## config.mk

```make
export PLATFORM = sky130hd
export DESIGN_NAME = pixel_stream_decoder
export DESIGN_NICKNAME = d
export VERILOG_FILES = /design/src/rtl/pxd_pkg.sv /design/src/rtl/pxd_line_sync.sv /design/src/rtl/pxd_bit_timer.sv /design/src/rtl/pxd_pixel_pack.sv /design/src/rtl/pixel_stream_decoder.sv
export SDC_FILE = /design/constraint.sdc
export NUM_CORES = 1
export LEC_CHECK = 0
export ABC_AREA = 1
export BUFFER_PORTS_ARGS = -buffer_cell sky130_fd_sc_hd__buf_2
export CORE_MARGIN = 10
export CORE_UTILIZATION = 51
export CTS_CLUSTER_DIAMETER = 120
export DETAILED_ROUTE_END_ITERATION = 16
export GPL_TIMING_DRIVEN = 1
export PLACE_DENSITY = 0.75
export SLEW_MARGIN = 20
export SYNTH_ARGS = -nofsm -noshare
export SYNTH_HDL_FRONTEND = slang
export SYNTH_SLANG_ARGS = --single-unit
```

## constraint.sdc

```tcl
create_clock -name clk -period 2.5 [get_ports clk]
set_input_delay 0.75 -clock clk [delete_from_list [all_inputs] [get_ports clk]]
set_output_delay 0.75 -clock clk [all_outputs]
set_load 0.05 [all_outputs]
```

## src/rtl/pxd_pkg.sv

```systemverilog
package pxd_pkg;

    typedef enum logic {
        PX_RGB  = 1'b0,
        PX_RGBW = 1'b1
    } px_mode_e;

    typedef struct packed {
        logic valid;
        logic value;
    } bit_evt_t;

    localparam int unsigned PX_W = 32;

    // bits per pixel for a channel mode
    function automatic logic [5:0] px_need(px_mode_e m);
        return (m == PX_RGBW) ? 6'd32 : 6'd24;
    endfunction

    // exchange the two middle bytes; clear the top byte in 3-channel mode
    function automatic logic [PX_W-1:0] px_reorder(logic [PX_W-1:0] w, px_mode_e m);
        logic [7:0] top;
        top = (m == PX_RGBW) ? w[31:24] : 8'h00;
        return {top, w[15:8], w[23:16], w[7:0]};
    endfunction

endpackage

```

## src/rtl/pxd_line_sync.sv

```systemverilog
module pxd_line_sync (
    input  logic clk,
    input  logic rst,
    input  logic din,
    output logic level,
    output logic rise,
    output logic fall
);
    logic s1, s2, prev;

    // reset to the high level: no edge is seen until the line has been low
    always_ff @(posedge clk) begin
        if (rst) begin
            s1   <= 1'b1;
            s2   <= 1'b1;
            prev <= 1'b1;
        end else begin
            s1   <= din;
            s2   <= s1;
            prev <= s2;
        end
    end

    assign level = s2;
    assign rise  = s2 & ~prev;
    assign fall  = ~s2 & prev;
endmodule

```

## src/rtl/pxd_bit_timer.sv

```systemverilog
module pxd_bit_timer
    import pxd_pkg::*;
#(
    parameter int CW           = 14,
    parameter int RESET_CYC    = 5000,
    parameter int FALLBACK_CYC = 62
) (
    input  logic     clk,
    input  logic     rst,
    input  logic     level,
    input  logic     rise,
    input  logic     fall,
    output bit_evt_t evt,
    output logic     frame_rst
);
    localparam logic [CW-1:0] CMAX = '1;

    logic          in_bit, have_fall, rst_armed, prev_ok, rst_d;
    logic [CW-1:0] per_cnt, hi_len, prev_per, low_cnt;
    logic [CW:0]   hi2;
    logic          reset_hit, last_one;

    assign hi2       = {hi_len, 1'b0};
    assign reset_hit = rst_armed && !level && !rise && (low_cnt == CW'(RESET_CYC));
    assign last_one  = prev_ok ? (hi2 >= {1'b0, prev_per})
                               : (hi_len >= CW'(FALLBACK_CYC));

    always_ff @(posedge clk) begin
        if (rst) begin
            in_bit    <= 1'b0;
            have_fall <= 1'b0;
            rst_armed <= 1'b0;
            prev_ok   <= 1'b0;
            rst_d     <= 1'b0;
            per_cnt   <= '0;
            hi_len    <= '0;
            prev_per  <= '0;
            low_cnt   <= '0;
            evt       <= '0;
            frame_rst <= 1'b0;
        end else begin
            evt       <= '0;
            rst_d     <= reset_hit;
            frame_rst <= rst_d;

            if (in_bit && per_cnt != CMAX)
                per_cnt <= per_cnt + 1'b1;

            if (rise) begin
                if (in_bit && have_fall) begin
                    evt      <= '{valid: 1'b1, value: (hi2 > {1'b0, per_cnt})};
                    prev_per <= per_cnt;
                    prev_ok  <= 1'b1;
                end
                in_bit    <= 1'b1;
                have_fall <= 1'b0;
                per_cnt   <= CW'(1);
                rst_armed <= 1'b0;
            end else if (in_bit && per_cnt == CMAX) begin
                in_bit    <= 1'b0;
                have_fall <= 1'b0;
            end

            if (fall) begin
                rst_armed <= 1'b1;
                low_cnt   <= CW'(1);
                if (in_bit && !have_fall) begin
                    hi_len    <= per_cnt;
                    have_fall <= 1'b1;
                end
            end else if (!level && low_cnt != CMAX) begin
                low_cnt <= low_cnt + 1'b1;
            end

            if (reset_hit) begin
                rst_armed <= 1'b0;
                if (in_bit && have_fall)
                    evt <= '{valid: 1'b1, value: last_one};
                in_bit    <= 1'b0;
                have_fall <= 1'b0;
                prev_ok   <= 1'b0;
            end
        end
    end
endmodule

```

## src/rtl/pxd_pixel_pack.sv

```systemverilog
module pxd_pixel_pack
    import pxd_pkg::*;
(
    input  logic            clk,
    input  logic            rst,
    input  px_mode_e        mode,
    input  bit_evt_t        evt,
    input  logic            frame_rst,
    output logic [PX_W-1:0] pixel,
    output logic            pixel_valid
);
    logic [PX_W-1:0] acc;
    logic [5:0]      cnt;
    logic [PX_W-1:0] nxt;

    assign nxt = {acc[PX_W-2:0], evt.value};

    always_ff @(posedge clk) begin
        if (rst) begin
            acc         <= '0;
            cnt         <= '0;
            pixel       <= '0;
            pixel_valid <= 1'b0;
        end else begin
            pixel_valid <= 1'b0;
            if (frame_rst) begin
                acc <= '0;
                cnt <= '0;
            end else if (evt.valid) begin
                if (6'(cnt + 6'd1) >= px_need(mode)) begin
                    pixel       <= px_reorder(nxt, mode);
                    pixel_valid <= 1'b1;
                    acc         <= '0;
                    cnt         <= '0;
                end else begin
                    acc <= nxt;
                    cnt <= cnt + 6'd1;
                end
            end
        end
    end
endmodule

```

## src/rtl/pixel_stream_decoder.sv

```systemverilog
module pixel_stream_decoder
    import pxd_pkg::*;
#(
    parameter int CLK_HZ   = 100_000_000,
    parameter int RESET_NS = 50_000
) (
    input  logic        clk,
    input  logic        rst,
    input  logic        din,
    input  logic        mode,
    output logic [31:0] pixel_data,
    output logic        pixel_valid,
    output logic        frame_reset,
    output logic        bit_valid,
    output logic        bit_value
);
    localparam int RESET_CYC    = int'((longint'(CLK_HZ) * RESET_NS) / 1_000_000_000);
    localparam int FALLBACK_CYC = int'((longint'(CLK_HZ) * 625) / 1_000_000_000);
    localparam int CW           = $clog2(RESET_CYC + 2) + 1;

    logic     level, rise, fall, frame_rst;
    bit_evt_t evt;

    pxd_line_sync u_sync (
        .clk   (clk),
        .rst   (rst),
        .din   (din),
        .level (level),
        .rise  (rise),
        .fall  (fall)
    );

    pxd_bit_timer #(
        .CW           (CW),
        .RESET_CYC    (RESET_CYC),
        .FALLBACK_CYC (FALLBACK_CYC)
    ) u_timer (
        .clk       (clk),
        .rst       (rst),
        .level     (level),
        .rise      (rise),
        .fall      (fall),
        .evt       (evt),
        .frame_rst (frame_rst)
    );

    pxd_pixel_pack u_pack (
        .clk         (clk),
        .rst         (rst),
        .mode        (px_mode_e'(mode)),
        .evt         (evt),
        .frame_rst   (frame_rst),
        .pixel       (pixel_data),
        .pixel_valid (pixel_valid)
    );

    assign frame_reset = frame_rst;
    assign bit_valid   = evt.valid;
    assign bit_value   = evt.value;
endmodule

```

==> summary.txt, run 1 <==
Drt
  • Post-Route WL: between 10 and 15 mm
  • Post-route antenna net violation count: 0
  • Vias: 5544
  • DR iter-0 viols: approximately 370
  • # DRC: 0
  • Via density: ~5.2
  • Avg WL per Cell: 13.2 µm
  • DRT Pass-1 Iters: 5

CTS
  • Sink Count: 137
  • Clk buf depth: 2
  • Total setup buffers inserted after CTS: 0
  • Hold-fix buffers at CTS: 0
  • CTS buffer count: 17
  • H-tree depth: 4
  • Clock latency on the worst-skew pair: 430 ps
  • CTS Root Cell: clkbuf_16
  • CTS tree: built
  • Clock input transition at the sequential cells of the worst setup and hold paths: roughly 60 ps

Worst setup path
  • Crit path kind: reg2reg
  • Worst R2R End: u_pack.pixel[7]
  • Critical Path Max Stage Delay: around 380 ps
  • Maximum fanout along the worst path: 23
  • Critical path launch point type: flop
  • Nature of the critical path endpoint: flop
  • Max stage delay cell, worst path: dfxtp_1
  • Worst EP arrival: 2600 ps
  • Worst R2R Path Depth: 12
  • Worst EP required: 2860 ps
  • FF-to-FF Start: u_pack.cnt[0]
  • Crit-path cells: nand3_1 > nor3_1 > xor2_1 > ha_1 > nand2_1 > or2_1 > o211ai_1 > nand2_1 > inv_2 > buf_12 > nand3_1 > a21oi_1
  • Reg2reg setup slack: between 200 and 300 ps

Layout
  • Area delta synth->final: 15.9%
  • Final nets: about 930
  • Fillers: between 1000 and 1500
  • Diode count: 0
  • Post-Layout Cell Count: 1074
  • Fraction of layout cells with a size suffix above 1: 0.124
  • Register area: approximately 0.0027 mm²
  • Multi-input gate area: 0.00308 mm²

GRT
  • Vias in the first global route: 5230
  • First-pass GRT wire length: 24.6 mm
  • Gr ovfl total: 0
  • GRT Total Usage: 0.167
  • Met1 Usage GRT: 0.209
  • Initial antenna violation count: 0
  • Global-route met3 utilization: 0.0442
  • Layer with the highest usage: met2
  • Met2 Usage GRT: 0.268
  • Largest net degree at the start of global routing: 38

Placement
  • Pre-CTS WS: between 150 and 200 ps
  • Routability cong.: around 0.86
  • Post-DP HPWL: a little under 10 mm
  • Placed cells: 1042
  • # port buffers: 39

Synth
  • Mapped cell area: about 0.0063 mm²
  • Yosys warning total: 0
  • Synthesized net count: 896
  • Ranking of synthesized cells by area: dfxtp_1, nand2_1, ha_1
  • Adder-Cell Fraction of Synth Area: 0.0692
  • Synth Register Bits: 137
  • Mapped Avg Cell Area: 7.38 µm²
  • Xor/xnor share of the synthesized area: 0.0235
  • Synth Area in Simple Gates: 0.267
  • Post-synthesis cell type count: 35
  • Synth area leader: dfxtp_1
  • Post-synthesis sequential area ratio: 0.433
  • Post-synthesis compound-gate area fraction: 0.125
  • Largest family of logic cells by synthesized area: simple AND/OR/NAND/NOR gates
  • Post-synthesis instance total: 857
  • Synth top area share: 0.433
  • Mux share of post-synthesis cell area: 0.00158

Hold path
  • Worst Hold Class: reg2reg
  • WHS Path Cells: 1
  • Worst hold start: u_sync.s1
  • Worst hold path endpoint: u_sync.level

Timing
  • Max Slew Vio Count: 0
  • Post-route setup slack: about 250 ps
  • Layout Skew: 15.8 ps
  • Post-route setup TNS: 0 ps
  • Relative slew slack: 0.598
  • Final hold slack: 409 ps
  • Fin crit share: 0.899
  • Fin. Hold Viols: 0
  • Worst-margin pin slew: 602 ps
  • Final setup fails: 0
  • Achievable Freq: around 440 MHz
  • RSZ-0062 raised after global routing: no
  • Fin crit period: 2250 ps

Floorplan
  • Die Area: 0.0173 mm²
  • Die Width: ~130 µm
  • Core ar.: 0.0121 mm²
  • Initial Utilization: 0.525
  • Die Y-Extent: 131 µm
  • Rows: 40
  • Ports: 40

Status
  • Status: finished, final reports clean

Run
  • Max Cap Viol: 0

Power
  • Leakage: 3.11 nW
  • Maximum VDD drop: between 0.4 and 0.5 mV
  • P per Cell Area: between 600 and 700 mW/mm²
-- cells by family (layout without fill, tap and decap cells) --
group                      count (synthesis)  in the layout
muxes                                      1              1
adders and majority gates                 35             35
xor gates and xnor gates                  17             17
and+or+nand+nor                          393            393
AOI/OAI and AO/OA                        149            149
DFF                                      137            137
buffers and inverters                    125            174
-- cells in the mapped netlist (all sizes together) --
master / count
a21oi: 92
clkbuf: 24
nor3: 42
nand2: 164
a21o: 1
buf: 14
nor2b: 1
mux2i: 1
or2: 3
xor2: 13
a31oi: 2
nand3: 56
dfxtp: 137
o21ai: 50
a211oi: 2
xnor2: 4
nor2: 117
o211ai: 1
inv: 87
ha: 35
o21a: 1
nand3b: 2
nand4: 8
-- metrics by stage --
stage	total power [mW]	util	area (µm²)
6_report	4.99	0.608	7330
5_1_grt	5.16	0.608	7330
4_1_cts	5.04	0.607	7330
3_5_place_dp	2.38	0.555	6700
3_3_place_gp	2.38	0.555	6700
2_1_floorplan	2.34	-	6330
-- worst max path at each step --
stage                   from          endpoint  slack [ps]  depth (start not counted)
6_report       u_pack.cnt[0]   u_pack.pixel[7]         250                         12
3_3_place_gp            mode  u_pack.pixel[31]         260                         10
2_1_floorplan           mode    u_pack.acc[18]         100                         10
4_1_cts        u_pack.cnt[2]   u_pack.pixel[7]         170                         11
5_1_grt        u_pack.cnt[0]  u_pack.pixel[16]          40                         12
3_5_place_dp            mode   u_pack.pixel[7]         160                         11
-- layout by cell type, fill, tap and decap left out, types with 2 or more instances in the layout --
| cell | n |
|---|---|
| or2_2 | 2 |
| bufinv_16 | 3 |
| ha_1 | 35 |
| nand3b_1 | 2 |
| clkinvlp_4 | 2 |
| clkbuf_16 | 17 |
| nand4_1 | 8 |
| inv_6 | 7 |
| xor2_1 | 13 |
| buf_4 | 13 |
| nand3_1 | 55 |
| a21oi_1 | 84 |
| nand2_2 | 5 |
| o21ai_0 | 50 |
| a31oi_1 | 2 |
| nand2_1 | 158 |
| a21oi_2 | 8 |
| a211oi_1 | 2 |
| clkbuf_8 | 2 |
| inv_2 | 4 |
| nor3_1 | 41 |
| inv_1 | 83 |
| nor2_1 | 115 |
| buf_12 | 2 |
| xnor2_1 | 4 |
| buf_2 | 39 |
| dfxtp_1 | 136 |
-- sequential cells by signal (all words and copies together), names as in the netlist --
register and cells:
u_timer.in_bit 1, u_pack.pixel 32, u_timer.frame_rst 1, u_timer.evt 2, u_timer.per_cnt 14, u_pack.cnt 6, u_timer.low_cnt 14, u_timer.rst_armed 1
u_timer.rst_d 1, u_timer.hi_len 14, u_sync.level 1, u_timer.prev_ok 1, u_timer.have_fall 1, u_sync.prev 1, u_timer.prev_per 14, u_pack.acc 31
u_sync.s1 1, u_pack.pixel_valid 1
-- critical path, delay by kind of cell, from the launching register on --
family,cells,cell delay [ps]
xor gates and xnor gates,1,120
adders and majority gates,1,310
AOI/OAI and AO/OA,2,270
buffers and inverters,2,270
and+or+nand+nor,6,800
DFF,1,380
-- layer usage --
layer  up-vias  part of all wire
met5         -                 0
met4         0             0.015
met3        22             0.045
met2       115              0.47
met1      2549              0.47
li1       2858                 -
-- power breakdown --
part / leakage, nW / switching (mW) / total, mW / internal [mW]
registers: 1.10 / 0.00803 / 2.20 / 2.19
logic: 1.70 / 0.0902 / 0.132 / 0.0417
clock network: 0.304 / 1.01 / 2.66 / 1.65
total: 3.11 / 1.11 / 4.99 / 3.88
-- what timing repair did --
action / in CTS / in global routing
endpoints found under the hold margin: 0 / 0
gates resized for setup: 0 / 2
setup endpoints to repair: 0 / 6
-- layout make-up --
class / count / area share
timing repair buffer: 55 / 0.0469
multi-input combinational: 595 / 0.420
tap: 168 / 0.0287
inverter: 87 / 0.0445
clock inverter: 13 / 0.0242
clock buffer: 19 / 0.0618
sequential: 137 / 0.374
(Power assumes the default switching activity.)
==> inputs of run 2 (changes only) <==
--- a/config.mk
+++ b/config.mk
@@ -6,13 +6,14 @@
 export NUM_CORES = 1
 export LEC_CHECK = 0
 export ABC_AREA = 1
-export BUFFER_PORTS_ARGS = -buffer_cell sky130_fd_sc_hd__buf_2
+export CAP_MARGIN = 30
 export CORE_MARGIN = 10
 export CORE_UTILIZATION = 51
 export CTS_CLUSTER_DIAMETER = 120
 export DETAILED_ROUTE_END_ITERATION = 16
+export DONT_BUFFER_PORTS = 1
 export GPL_TIMING_DRIVEN = 1
-export PLACE_DENSITY = 0.75
+export PLACE_DENSITY = 0.72
 export SLEW_MARGIN = 20
 export SYNTH_ARGS = -nofsm -noshare
 export SYNTH_HDL_FRONTEND = slang
==> run 2 against run 1 <==
  * Die area unchanged
  * Clock skew down 6.6 ps
  * Largest cell class unchanged
  * Register-to-register slack about the same
  * Final cell count down 3.7%
  * Via count down 4.3%
  * Highest routed layer unchanged
  * Clock power up 2%
  * Hold slack worse by 20 ps
  * Combinational power down 14%
  * Global-route usage down 0.47 points
  * Flip-flop and latch count unchanged
==> summary.txt, run 2 (synthesis gave the netlist of run 1 again) <==
CTS
  • Clock input transition at the sequential cells of the worst setup and hold paths: 60 ps (about the same)
  • Post-cts repair resize count: 0 (unchanged)
  • Total setup buffers inserted after CTS: 0 (unchanged)
  • Hold-fix buffers at CTS: 0 (unchanged)
  • H-tree depth: 4 (unchanged)
  • CTS Root Cell: clkbuf_16
  • CTS buffer count: 17 (unchanged)
  • Sink Count: 137 (unchanged)
  • Clk buf depth: 2 (unchanged)
  • Clock latency on the worst-skew pair: 420 ps (about the same)
  • CTS tree: built

Placement
  • Routability cong.: 0.837 (-2.9%)
  • Pre-CTS WS: 244 ps (+86.4 ps)
  • Post-DP HPWL: 9.51 mm (-1.8%)
  • # port buffers: 0 (-100%)

Timing
  • RSZ-0062 raised after global routing: no
  • Layout Skew: 9.14 ps (-6.64 ps)
  • Achievable Freq: 445 MHz (+0.12%)
  • Worst-margin pin slew: 652 ps (+50.2 ps)
  • Post-route setup TNS: 0 ps (unchanged)
  • Max Slew Vio Count: 0 (unchanged)
  • Fin crit share: 0.898 (-0.00104)
  • Fin crit period: 2250 ps (-2.59 ps)
  • Final setup fails: 0 (unchanged)
  • Fin. Hold Viols: 0 (unchanged)
  • Post-route setup slack: 255 ps (+2.59 ps)
  • Relative slew slack: 0.565 (-0.0329)

Drt
  • Via density: 5.13 (-0.63%)
  • Vias: 5304 (-4.3%)
  • DR iter-0 viols: 372 (+1.1%)
  • # DRC: 0 (unchanged)
  • Avg WL per Cell: 13.3 µm (+1.0%)
  • DRT Pass-1 Iters: 5 (unchanged)
  • Post-route antenna net violation count: 0 (unchanged)
  • Post-Route WL: 13.8 mm (-2.7%)

Worst setup path
  • Worst R2R End: u_pack.pixel[26]
  • Reg2reg setup slack: 250 ps (about the same)
  • WP buf/inv: 1 (-1)
  • Critical path origin: u_pack.cnt[2]
  • Cell family contributing the most delay on the critical path: simple AND/OR/NAND/NOR gates
  • Crit-path cells: nand3_1 > nor3_1 > xor2_1 > ha_1 > nand2_1 > or2_1 > o211ai_1 > nand3_1 > buf_4 > nand2_1 > a21oi_1
  • Critical path launch point type: flop
  • Max stage delay cell, worst path: dfxtp_1
  • Critical Path Max Stage Delay: 380 ps (about the same)
  • Worst EP arrival: 2550 ps (-50 ps)
  • Nature of the critical path endpoint: flop
  • Worst EP required: 2810 ps (-50 ps)
  • FF-to-FF Start: u_pack.cnt[2]
  • Maximum fanout along the worst path: 19 (-17%)
  • Crit path kind: reg2reg
  • Worst R2R Path Depth: 11 (-1)

Hold path
  • WHS Path Cells: 1 (unchanged)
  • Worst hold path endpoint: u_timer.evt[1]
  • Worst hold start: rst
  • Worst Hold Class: in2reg

Floorplan
  • Ports: 40 (unchanged)
  • Core ar.: 0.0121 mm² (unchanged)
  • Rows: 40 (unchanged)
  • Initial Utilization: 0.525 (unchanged)
  • Die Y-Extent: 131 µm (unchanged)
  • Die Width: 131 µm (unchanged)
  • Die Area: 0.0173 mm² (unchanged)

Run
  • Max Cap Viol: 0 (unchanged)

Layout
  • Number of flip-flops in the largest register: 32 (unchanged)
  • Most frequent cells in the layout: nand2_1, dfxtp_1, nor2_1, a21oi_1, inv_1
  • Reg with most FFs: u_pack.pixel
  • Area delta synth->final: 12.8%
  • Commonest non-fill, non-tap cell in the layout: nand2_1
  • Fraction of layout cells with a size suffix above 1: 0.0831 (-0.0405)
  • Largest regs: u_pack.pixel: 32 flops, u_pack.acc: 31 flops
  • Final nets: 892 (-4.3%)
  • Diode count: 0 (unchanged)
  • Post-layout util: 0.592 (-0.0161)

GRT
  • Largest net degree at the start of global routing: 42 (+11%)
  • Vias in the first global route: 5037 (-3.7%)
  • First-pass GRT wire length: 23.8 mm (-3.3%)
  • Gr ovfl total: 0 (unchanged)
  • Initial antenna violation count: 0 (unchanged)
  • GRT Total Usage: 0.162 (-0.00468)

Power
  • Maximum VDD drop: 0.427 mV (-1.6%)
  • Leakage: 2.90 nW (-6.8%)
  • P per Cell Area: 703 mW/mm² (+3.2%)

Status
  • Status: finished, final reports clean
-- run 2: cell count changes in the layout (fill, tap and decap cells not counted) --
cell	change
buf_2	-39
buf_6	-1
bufinv_16	+1
clkinv_2	+2
clkinv_4	+3
clkinvlp_4	-1
inv_6	-4
inv_8	-1
-- run 2: how the worst max path moves through the flow --
stage,depth (start not counted),slack [ps],endpoint
after global placement,11,270,u_pack.pixel[7]
after global routing,11,50,u_pack.pixel[3]
after CTS,11,220,u_pack.pixel[26]
final,11,250,u_pack.pixel[26]
after floorplan,10,100,u_pack.acc[18]
after detailed placement,11,240,u_pack.pixel[26]
-- run 2: per-stage QoR --
step / total power, mW / cells / instance area [µm²] / hold WS, ps
after floorplan: 2.34 / 857 / 6330 / 388
after global placement: 2.36 / 1002 / 6490 / 392
after detailed placement: 2.36 / 1002 / 6490 / 396
after CTS: 5.06 / 1034 / 7140 / 372
after global routing: 5.17 / 1034 / 7140 / 369
final: 5.02 / 1034 / 7140 / 389
-- run 2: layout make-up --
type                    instances  area (µm²)
multi-input cells             595        3080
clock inverters                13         190
inverters                      87         327
repair buffers                 15         138
fillers                      1101        4920
clock buffers                  19         453
well taps                     168         210
flip-flops and latches        137        2740
-- run 2: routing by layer --
| layer | global-route usage | up-vias | wire, µm |
|---|---|---|---|
| li1 | - | 2789 | - |
| met1 | 0.197 | 2416 | 6510 |
| met2 | 0.261 | 81 | 6480 |
| met3 | 0.0534 | 18 | 568 |
| met4 | 0.0606 | 0 | 200 |
| met5 | 0 | - | 0 |
-- run 2: power breakdown --
part | internal [mW] | switching (mW) | leakage (nW)
Clock | 1.73 | 0.972 | 0.314
Sequential | 2.19 | 0.00781 | 1.10
Combinational | 0.0379 | 0.0751 | 1.48
Total | 3.96 | 1.06 | 2.90
==> inputs of run 3 (changes only) <==
--- a/config.mk
+++ b/config.mk
@@ -5,7 +5,6 @@
 export SDC_FILE = /design/constraint.sdc
 export NUM_CORES = 1
 export LEC_CHECK = 0
-export ABC_AREA = 1
 export CAP_MARGIN = 30
 export CORE_MARGIN = 10
 export CORE_UTILIZATION = 51
==> run 3 against run 2 <==
  * Routed wire length is 0.11% higher
  * Global-route usage increased by 0.54 points
  * Die area decreased by 1.3%
  * Combinational power is 45% lower
  * Critical path depth decreased by 1
  * Highest routed layer unchanged
  * First-iteration DRC count rose by 11%
==> summary.txt, run 3 <==
Status
  • Status: finished, final reports clean

Power
  • P per Cell Area: 660 mW/mm² (-6.0%)
  • Maximum VDD drop: 0.464 mV (+8.7%)
  • Leakage: 2.40 nW (-17%)
  • Power, Total: 4.56 mW (-9.1%)

Synth
  • Post-synth ARST share: 0 (unchanged)
  • Mapped cell area: 0.00623 mm² (-1.5%)
  • Yosys warning total: 0 (unchanged)
  • Mapped Avg Cell Area: 8.62 µm² (+17%)
  • Ranking of synthesized cells by area: dfxtp_1, ha_1, a21oi_1
  • Count leader, synth: dfxtp_1
  • Synth cell count leaders: dfxtp_1, a21oi_1, nand2_1
  • Synth Register Bits: 137 (unchanged)
  • Post-synthesis instance total: 723 (-16%)
  • Synth area leader: dfxtp_1
  • Synth top area share: 0.440 (+0.00670)
  • Synthesized net count: 762 (-15%)
  • Commonest register cell after synthesis: dfxtp_1
  • Post-synthesis sequential area ratio: 0.440 (+0.00670)
  • Post-synthesis cell type count: 54 (+54%)
  • Post-synth EDFFs: 0 (unchanged)

Floorplan
  • Rows: 40 (unchanged)
  • Die Y-Extent: 131 µm (-0.65%)
  • Die Width: 131 µm (-0.65%)
  • Die Area: 0.0170 mm² (-1.3%)
  • Initial Utilization: 0.519 (-0.00584)
  • Ports: 40 (unchanged)
  • Core ar.: 0.0120 mm² (-0.42%)

CTS
  • CTS Root Cell: clkbuf_16
  • Total setup buffers inserted after CTS: 0 (unchanged)
  • Hold-fix buffers at CTS: 0 (unchanged)
  • CTS buffer count: 17 (unchanged)
  • Clock input transition at the sequential cells of the worst setup and hold paths: 60 ps (about the same)
  • Clk buf depth: 2 (unchanged)
  • Post-cts repair resize count: 0 (unchanged)
  • Sink Count: 137 (unchanged)
  • Clock latency on the worst-skew pair: 420 ps (about the same)
  • CTS tree: built
  • H-tree depth: 4 (unchanged)

Drt
  • Vias: 5049 (-4.8%)
  • DR iter-0 viols: 414 (+11%)
  • # DRC: 0 (unchanged)
  • Avg WL per Cell: 15.8 µm (+19%)
  • Post-route antenna net violation count: 0 (unchanged)
  • DRT Pass-1 Iters: 5 (unchanged)
  • Via density: 5.80 (+13%)
  • Post-Route WL: 13.8 mm (+0.11%)

Layout
  • Fillers: 1032 (-6.3%)
  • Fraction of layout cells with a size suffix above 1: 0.0856 (+0.00249)
  • Area delta synth->final: 10.8%
  • Number of flip-flops in the largest register: 32 (unchanged)
  • Post-Layout Cell Count: 871 (-16%)
  • Commonest non-fill, non-tap cell in the layout: dfxtp_1
  • Final nets: 750 (-16%)
  • Largest regs: u_pack.pixel: 32 flops, u_pack.acc: 31 flops
  • Fin area: 0.00690 mm² (-3.3%)
  • Most frequent cells in the layout: dfxtp_1, a21oi_1, nand2_1, nor2_1, nand3_1
  • Diode count: 0 (unchanged)
  • Post-layout util: 0.575 (-0.0172)
  • Reg with most FFs: u_pack.pixel

Timing
  • Relative slew slack: 0.563 (-0.00164)
  • Fin crit period: 2270 ps (+23.6 ps)
  • Fin. Hold Viols: 0 (unchanged)
  • Fin crit share: 0.908 (+0.00943)
  • Post-route setup slack: 231 ps (-23.6 ps)
  • Layout Skew: 8.02 ps (-1.13 ps)
  • Post-route setup TNS: 0 ps (unchanged)
  • Final hold slack: 398 ps (+8.86 ps)
  • Max Slew Vio Count: 0 (unchanged)
  • Achievable Freq: 441 MHz (-1.0%)
  • Final setup fails: 0 (unchanged)
  • Worst-margin pin slew: 654 ps (+1.56 ps)
  • RSZ-0062 raised after global routing: no

Worst setup path
  • Maximum fanout along the worst path: 32 (+13)
  • Critical Path Max Stage Delay: 420 ps (+40 ps)
  • Max stage delay cell, worst path: dfxtp_1
  • Crit-path cells: and3_1 > nand3_1 > xnor2_1 > ha_1 > nand2_1 > nor2_1 > o21a_1 > buf_12 > o211ai_1 > a21oi_1
  • Crit path kind: reg2reg
  • Worst EP required: 2850 ps (+40 ps)
  • Worst EP arrival: 2620 ps (+70 ps)
  • Critical path launch point type: flop
  • Nature of the critical path endpoint: flop

Run
  • Max Cap Viol: 0 (unchanged)

GRT
  • Gr ovfl total: 0 (unchanged)
  • GRT Total Usage: 0.168 (+0.00537)
  • Vias in the first global route: 5025 (-0.24%)
  • First-pass GRT wire length: 23.4 mm (-1.7%)
  • Initial antenna violation count: 0 (unchanged)
  • Largest net degree at the start of global routing: 77 (+83%)

Placement
  • Pre-CTS WS: 290 ps (+45.9 ps)
  • # port buffers: 0 (unchanged)
  • Post-DP HPWL: 9.42 mm (-0.91%)
  • Area after DPL: 0.00635 mm² (-2.2%)
  • Placed cells: 839 (-16%)
  • Routability cong.: 0.846 (+0.99%)

Hold path
  • Worst Hold Class: in2reg
==> run 3: changes by cell type in the layout (fill, tap and decap cells not counted), moves of 7 or more <==
cell / before / now
and3_1: 0 / 8
o211ai_1: 1 / 8
nor3_1: 41 / 8
nand3_1: 55 / 47
o21ai_0: 50 / 32
nor2_1: 115 / 70
mux2i_1: 1 / 34
xnor2_1: 4 / 17
nand2_1: 158 / 78
a21oi_2: 8 / 0
inv_1: 83 / 34
==> run 3: cell families (layout without fill, tap and decap cells) <==
group,after synthesis,after routing,synth area share
XOR/XNOR,24,24,0.0337
multiplexers,34,34,0.0546
AO/OA/AOI/OAI,156,156,0.151
flip-flops,137,137,0.440
adder cells (fa/ha/maj),35,35,0.0703
AND/OR/NAND/NOR,257,257,0.197
buffers and inverters,80,81,0.0534
==> run 3: routing by layer <==
metal / global-route usage / wire (µm) / vias to the layer above
met1: 0.194 / 6050 / 2401
met3: 0.0556 / 887 / 26
met2: 0.278 / 6590 / 122
met5: 0 / 0 / -
li1: - / - / 2500
met4: 0.0706 / 245 / 0
==> run 3: critical path, delay by kind of cell, from the launching register on <==
kind	cells	cell delay [ps]
AOI/OAI and AO/OA	3	480
buffers and inverters	1	180
adders and majority gates	1	290
and+or+nand+nor	4	670
xor gates and xnor gates	1	150
DFF	1	420
==> run 3: where the power goes <==
group          internal (mW)  switching [mW]  leakage, nW  total [mW]
logic                 0.0235          0.0391         1.04      0.0626
clock network           1.34           0.958        0.256        2.30
registers               2.19         0.00889         1.10        2.20
total                   3.55            1.01         2.40        4.56
==> run 3: path summary, 6_finish.rpt <==
check	startpoint	endpoint	slack [ps]	cells past startpoint
worst max-delay path	u_pack.cnt[2]	u_pack.pixel[26]	230	10
worst max register to register	u_pack.cnt[2]	u_pack.pixel[26]	230	10
worst min register to register	u_sync.s1	u_sync.level	410	1
worst min-delay path	rst	u_timer.per_cnt[0]	400	1
==> run 3: cell type report <==
cell class	instances	area, µm²	share of cell area
well taps	147	184	0.0266
flip-flops and latches	137	2740	0.398
inverters	34	128	0.0185
clock inverters	10	85.1	0.0123
repair buffers	15	138	0.0199
multi-input cells	506	3160	0.458
clock buffers	22	464	0.0673
